## src/rtl/seq_stream_buf.sv

```systemverilog
module seq_stream_buf #(
  parameter int AW = 12,
  parameter int DW = 32,
  parameter int K  = 4
) (
  input  logic          clk,
  input  logic          rst_n,
  input  logic          miss_valid,
  input  logic [AW-1:0] miss_addr,
  output logic          fill_valid,
  output logic          fill_hit,
  output logic [AW-1:0] fill_addr,
  output logic [DW-1:0] fill_data,
  output logic          mreq_valid,
  input  logic          mreq_ready,
  output logic [AW-1:0] mreq_addr,
  input  logic          mrsp_valid,
  input  logic [DW-1:0] mrsp_data
);
  localparam int PW = (K > 1) ? $clog2(K) : 1;
  localparam int CW = $clog2(K + 1);

  logic [AW-1:0] tag_q [K];
  logic [DW-1:0] dat_q [K];
  logic [K-1:0]  vld_q, pend_q;
  logic [PW-1:0] hd_q, tl_q, fp_q;
  logic [CW-1:0] cnt_q;
  logic [CW:0]   drop_q, drop_n;
  logic [AW-1:0] pf_addr_q;
  logic          pf_en_q, dem_req_q, dem_wait_q;

  function automatic logic [PW-1:0] nxt(input logic [PW-1:0] p);
    return (p == PW'(K - 1)) ? '0 : p + PW'(1);
  endfunction

  logic head_ok, eval, take, flush, pf_go, pf_fire, dem_fire;
  logic rsp_drop, rsp_dem, rsp_slot;

  assign head_ok  = vld_q[hd_q] && (tag_q[hd_q] == miss_addr);
  assign eval     = miss_valid && !dem_req_q && !dem_wait_q && !fill_valid;
  assign take     = eval && head_ok && !pend_q[hd_q];
  assign flush    = eval && !head_ok && !(mreq_valid && !mreq_ready);
  assign pf_go    = pf_en_q && (cnt_q < CW'(K)) && !dem_req_q;
  assign mreq_valid = dem_req_q || pf_go;
  assign mreq_addr  = dem_req_q ? miss_addr : pf_addr_q;
  assign dem_fire = dem_req_q && mreq_ready;
  assign pf_fire  = pf_go && mreq_ready;
  assign rsp_drop = mrsp_valid && (drop_q != '0);
  assign rsp_dem  = mrsp_valid && (drop_q == '0) && dem_wait_q;
  assign rsp_slot = mrsp_valid && (drop_q == '0) && !dem_wait_q;

  always_comb begin
    drop_n = drop_q - (CW+1)'(rsp_drop);
    if (flush)
      drop_n = drop_n + (CW+1)'($countones(pend_q)) - (CW+1)'(rsp_slot) + (CW+1)'(pf_fire);
  end

  always_ff @(posedge clk) begin
    if (pf_fire && !flush) tag_q[tl_q] <= pf_addr_q;
    if (rsp_slot) dat_q[fp_q] <= mrsp_data;
  end

  always_ff @(posedge clk) begin
    if (!rst_n) begin
      vld_q <= '0; pend_q <= '0;
      hd_q <= '0; tl_q <= '0; fp_q <= '0; cnt_q <= '0;
      drop_q <= '0; pf_addr_q <= '0;
      pf_en_q <= 1'b0; dem_req_q <= 1'b0; dem_wait_q <= 1'b0;
      fill_valid <= 1'b0; fill_hit <= 1'b0; fill_addr <= '0; fill_data <= '0;
    end else begin
      drop_q <= drop_n;
      if (flush) begin
        vld_q <= '0; pend_q <= '0;
        hd_q <= '0; tl_q <= '0; fp_q <= '0; cnt_q <= '0;
        pf_addr_q <= miss_addr + AW'(1);
        pf_en_q <= 1'b1;
        dem_req_q <= 1'b1;
      end else begin
        if (pf_fire) begin
          vld_q[tl_q] <= 1'b1;
          pend_q[tl_q] <= 1'b1;
          tl_q <= nxt(tl_q);
          pf_addr_q <= pf_addr_q + AW'(1);
        end
        if (rsp_slot) begin
          pend_q[fp_q] <= 1'b0;
          fp_q <= nxt(fp_q);
        end
        if (take) begin
          vld_q[hd_q] <= 1'b0;
          hd_q <= nxt(hd_q);
        end
        cnt_q <= cnt_q + CW'(pf_fire) - CW'(take);
        if (dem_fire) begin
          dem_req_q <= 1'b0;
          dem_wait_q <= 1'b1;
        end
        if (rsp_dem) dem_wait_q <= 1'b0;
      end
      fill_valid <= take || rsp_dem;
      fill_hit   <= take;
      fill_addr  <= miss_addr;
      fill_data  <= take ? dat_q[hd_q] : mrsp_data;
    end
  end
endmodule


```

## config.mk

```make
export PLATFORM = sky130hd
export DESIGN_NAME = seq_stream_buf
export DESIGN_NICKNAME = d
export VERILOG_FILES = /design/src/rtl/seq_stream_buf.sv
export SDC_FILE = /design/constraint.sdc
export NUM_CORES = 1
export LEC_CHECK = 0
export ABC_AREA = 1
export BUFFER_PORTS_ARGS = -buffer_cell sky130_fd_sc_hd__buf_2
export CORE_UTILIZATION = 59
export DETAILED_ROUTE_END_ITERATION = 6
export GPL_TIMING_DRIVEN = 0
export PLACE_DENSITY_LB_ADDON = 0.25
export SETUP_SLACK_MARGIN = 0.4
export SLEW_MARGIN = 20
export SYNTH_ARGS = -nofsm -noshare
export SYNTH_HDL_FRONTEND = slang
export SYNTH_SLANG_ARGS = --single-unit
```

## constraint.sdc

```tcl
create_clock -name clk -period 3.4 [get_ports clk]
set_input_delay 0.17 -clock clk [delete_from_list [all_inputs] [get_ports clk]]
set_output_delay 0.17 -clock clk [all_outputs]
set_load 0.02 [all_outputs]
```

==> results.json <==
{
  "critPathSlowestCell": "dfxtp_4",
  "fmax_mhz": 321.2,
  "path_common_cell": "buf_4",
  "hold_viol_final": 0,
  "worst_pin_slew_ns": 0.7671,
  "cp_top_family": "buffers and inverters",
  "via_per_inst": 5.735,
  "min_period_over_period": 0.9156,
  "synth_edf_count": 176,
  "cp.required_ns": 3.87,
  "status": "finished, final reports clean",
  "ir_worst_vdd_uv": 726.8,
  "dp_worst_setup_slack_ns": 0.1483,
  "max_slew_margin": 0.4881,
  "syn2layout_area_growth_pct": 24.17,
  "setup_slack_ns": 0.2868,
  "finalSetupTns_ns": 0,
  "cp_max_fo": 3,
  "netlist_instances": 1021,
  "core_sq_mm": 0.01802,
  "p_leak_nw": 5.593,
  "wl_um": 27360,
  "finalCriticalPeriod_ns": 3.113,
  "drt_first_pass_iters": 6,
  "grt_pass1_wl_um": 41510,
  "synth-seq-area-share": 0.6407,
  "p_per_area_mw_per_mm2": 619.4,
  "rows": 49,
  "drc": 0,
  "yosysWarnings": 0,
  "critPathArrivalTime_ns": 3.58,
  "grt_max_degree": 25,
  "cts_tree": "built",
  "cts_sinks": 260,
  "wl_per_cell_um": 18.44,
  "via_count": 8511,
  "antennaDiodeCount": 0,
  "start_util": 0.6032,
  "max_cap_viol_count": 0,
  "clockBufferDepth": 3,
  "die_area_sq_mm": 0.01898,
  "rsz0062_at_grt": "yes",
  "syn_area_sq_mm": 0.01087,
  "antenna_found_initial": 0,
  "synth_ff_type": "edfxtp_1",
  "crit_type": "reg -> reg",
  "regArea_sq_mm": 0.006972,
  "antenna_left": 0,
  "slowest_delay_ns": 0.35,
  "grt_pass1_vias": 8272,
  "cp.buffers_inverters": 17,
  "synth_cell_types": 38,
  "drive_gt1_frac": 0.1984,
  "nFillCells": 1191,
  "cts.clk_slew.worst_paths_ns": 0.06,
  "hold_path.class": "in -> reg",
  "grt_use_total": 0.2902,
  "dpl_cell_area_sq_mm": 0.01185,
  "synth_seq_cells": 260,
  "num_io_pins": 108,
  "hpwlAfterDp_um": 16910,
  "io_buffers": 106,
  "final_cell_area_sq_mm": 0.01350,
  "crit_path_start_kind": "flip-flop",
  "cts_root_buffer": "clkbuf_16",
  "worstPathCellList": "nor2_4 -> nand4_1 -> buf_4 -> buf_4 -> buf_4 -> buf_4 -> buf_4 -> buf_4 -> buf_4 -> buf_4 -> buf_4 -> buf_4 -> buf_4 -> buf_4 -> buf_4 -> buf_4 -> buf_4 -> buf_4 -> buf_4 -> nor2_4 -> nand2_1 -> nand2_1",
  "ys_async_sr_fraction": 0,
  "htreeDepth": 1,
  "die-height_um": 137.8,
  "end_kind": "flip-flop",
  "dieWidth_um": 137.8,
  "finalSetupViolCount": 0,
  "overflow": 0,
  "drtIter0Drc": 873,
  "cts_buffers": 27,
  "nets": 1314,
  "skew_ns": 0.01166,
  "multi_input_comb_area_sq_mm": 0.003485,
  "insertion_delay_ns": 0.53,
  "drv_slew": 0,
  "synthesis.nets": 1099,
  "total_power_mw": 8.362,
  "syn_area_per_cell_sq_um": 10.65,
  "gp_congestion": 0.9032
}
==> layer usage <==
layer,GRT usage,vias up,wire [um]
met3,0.05335,82,2328
met5,0,-,0
met4,0.1347,0,969
li1,-,3941,-
met1,0.3817,4042,10900
met2,0.4673,446,13170
==> kinds of logic (layout without fill, tap and decap cells) <==
kind of cell	after synthesis	in the layout	synth area share
fa+ha+maj	29	29	0.03613
buf+inv	137	371	0.05282
compound gates	164	164	0.09540
xor+xnor	13	13	0.01047
flops	260	260	0.6407
simple gates	418	418	0.1644
==> power by group <==
part	switching [mW]	total [mW]	internal, mW
clock network	1.16	2.89	1.73
registers	0.113	3.74	3.63
logic	0.974	1.74	0.761
total	2.25	8.36	6.12
==> synthesized netlist by cell type, types with 4 or more instances <==
| master | count | area (sq um) |
|---|---|---|
| fa_1 | 4 | 80.08 |
| inv_1 | 85 | 319.1 |
| buf_4 | 5 | 37.54 |
| nor2_1 | 31 | 116.4 |
| clkbuf_1 | 36 | 135.1 |
| o21ai_0 | 60 | 300.3 |
| nand2_2 | 11 | 68.82 |
| xor2_1 | 10 | 87.58 |
| edfxtp_1 | 176 | 5285 |
| nand2_1 | 271 | 1017 |
| nand3_1 | 83 | 415.4 |
| nor2_2 | 5 | 31.28 |
| ha_1 | 25 | 312.8 |
| nand3b_1 | 6 | 45.04 |
| a32o_1 | 32 | 320.3 |
| a21oi_1 | 53 | 265.3 |
| dfxtp_1 | 84 | 1682 |
==> sequential cells by signal, summed over array words and instances, names as in the netlist, named ones only <==
name and count:
fill_addr 12, pf_addr_q 12, fill_data 32, tag_q 48, cnt_q 3, pend_q 4
pf_en_q 1, dem_req_q 1, hd_q 2, dat_q 128, drop_q 4, vld_q 4
fp_q 2, fill_valid 1, tl_q 2, fill_hit 1, dem_wait_q 1
==> through the flow <==
step / util / cells / hold WS (ns)
floorplan: - / 1021 / 0.2635
global placement: 0.6488 / 1356 / 0.3859
detailed placement: 0.6573 / 1361 / 0.3915
CTS: 0.7404 / 1476 / 0.1918
global route: 0.7490 / 1484 / 0.2986
finish: 0.7490 / 1484 / 0.2711
==> layout make-up <==
cell class              instances  area share
inverters                      88     0.02512
clock buffers                  39     0.05487
plain buffers                  49     0.01807
well taps                     229     0.02122
multi-input cells             624      0.2581
clock inverters                 9    0.008712
repair buffers                186     0.09750
flip-flops and latches        260      0.5164
==> what timing repair did <==
action	in CTS	in global routing
hold buffers	45	0
buffers inserted	22	8
pin swaps	3	12
setup endpoints to repair	5	79
cloned	0	0
endpoints found under the hold margin	173	0
gates resized for setup	7	32
==> placed cells by master (no fill, tap or decap), drive strengths merged, types with 6 or more instances in the layout <==
cell           n
ha            25
nand2        285
nand3b         6
dfxtp         84
clkinv         6
o21ai         64
dlygate4sd3   45
xor2          10
buf          154
nand3         84
inv           87
nor2          38
clkbuf        75
a21oi         53
edfxtp       176
a32o          32
==> tightest hold or removal path, cell delays in order <==
cell	delay (ns)
buf_2	0.09
inv_1	0.04
a31oi_1	0.15
ha_2	0.22
a21oi_1	0.07
==> path summary, 6_finish.rpt <==
check,slack (ns),endpoint,depth (start not counted),start
worst max-delay path,0.29,fill_valid,22,drop_q[2]
worst min-delay path,0.27,drop_q[0],5,mrsp_valid
worst max register to register,0.29,fill_valid,22,drop_q[2]
worst min register to register,0.47,vld_q[0],2,vld_q[0]
Power figures use the tool's default switching activity.
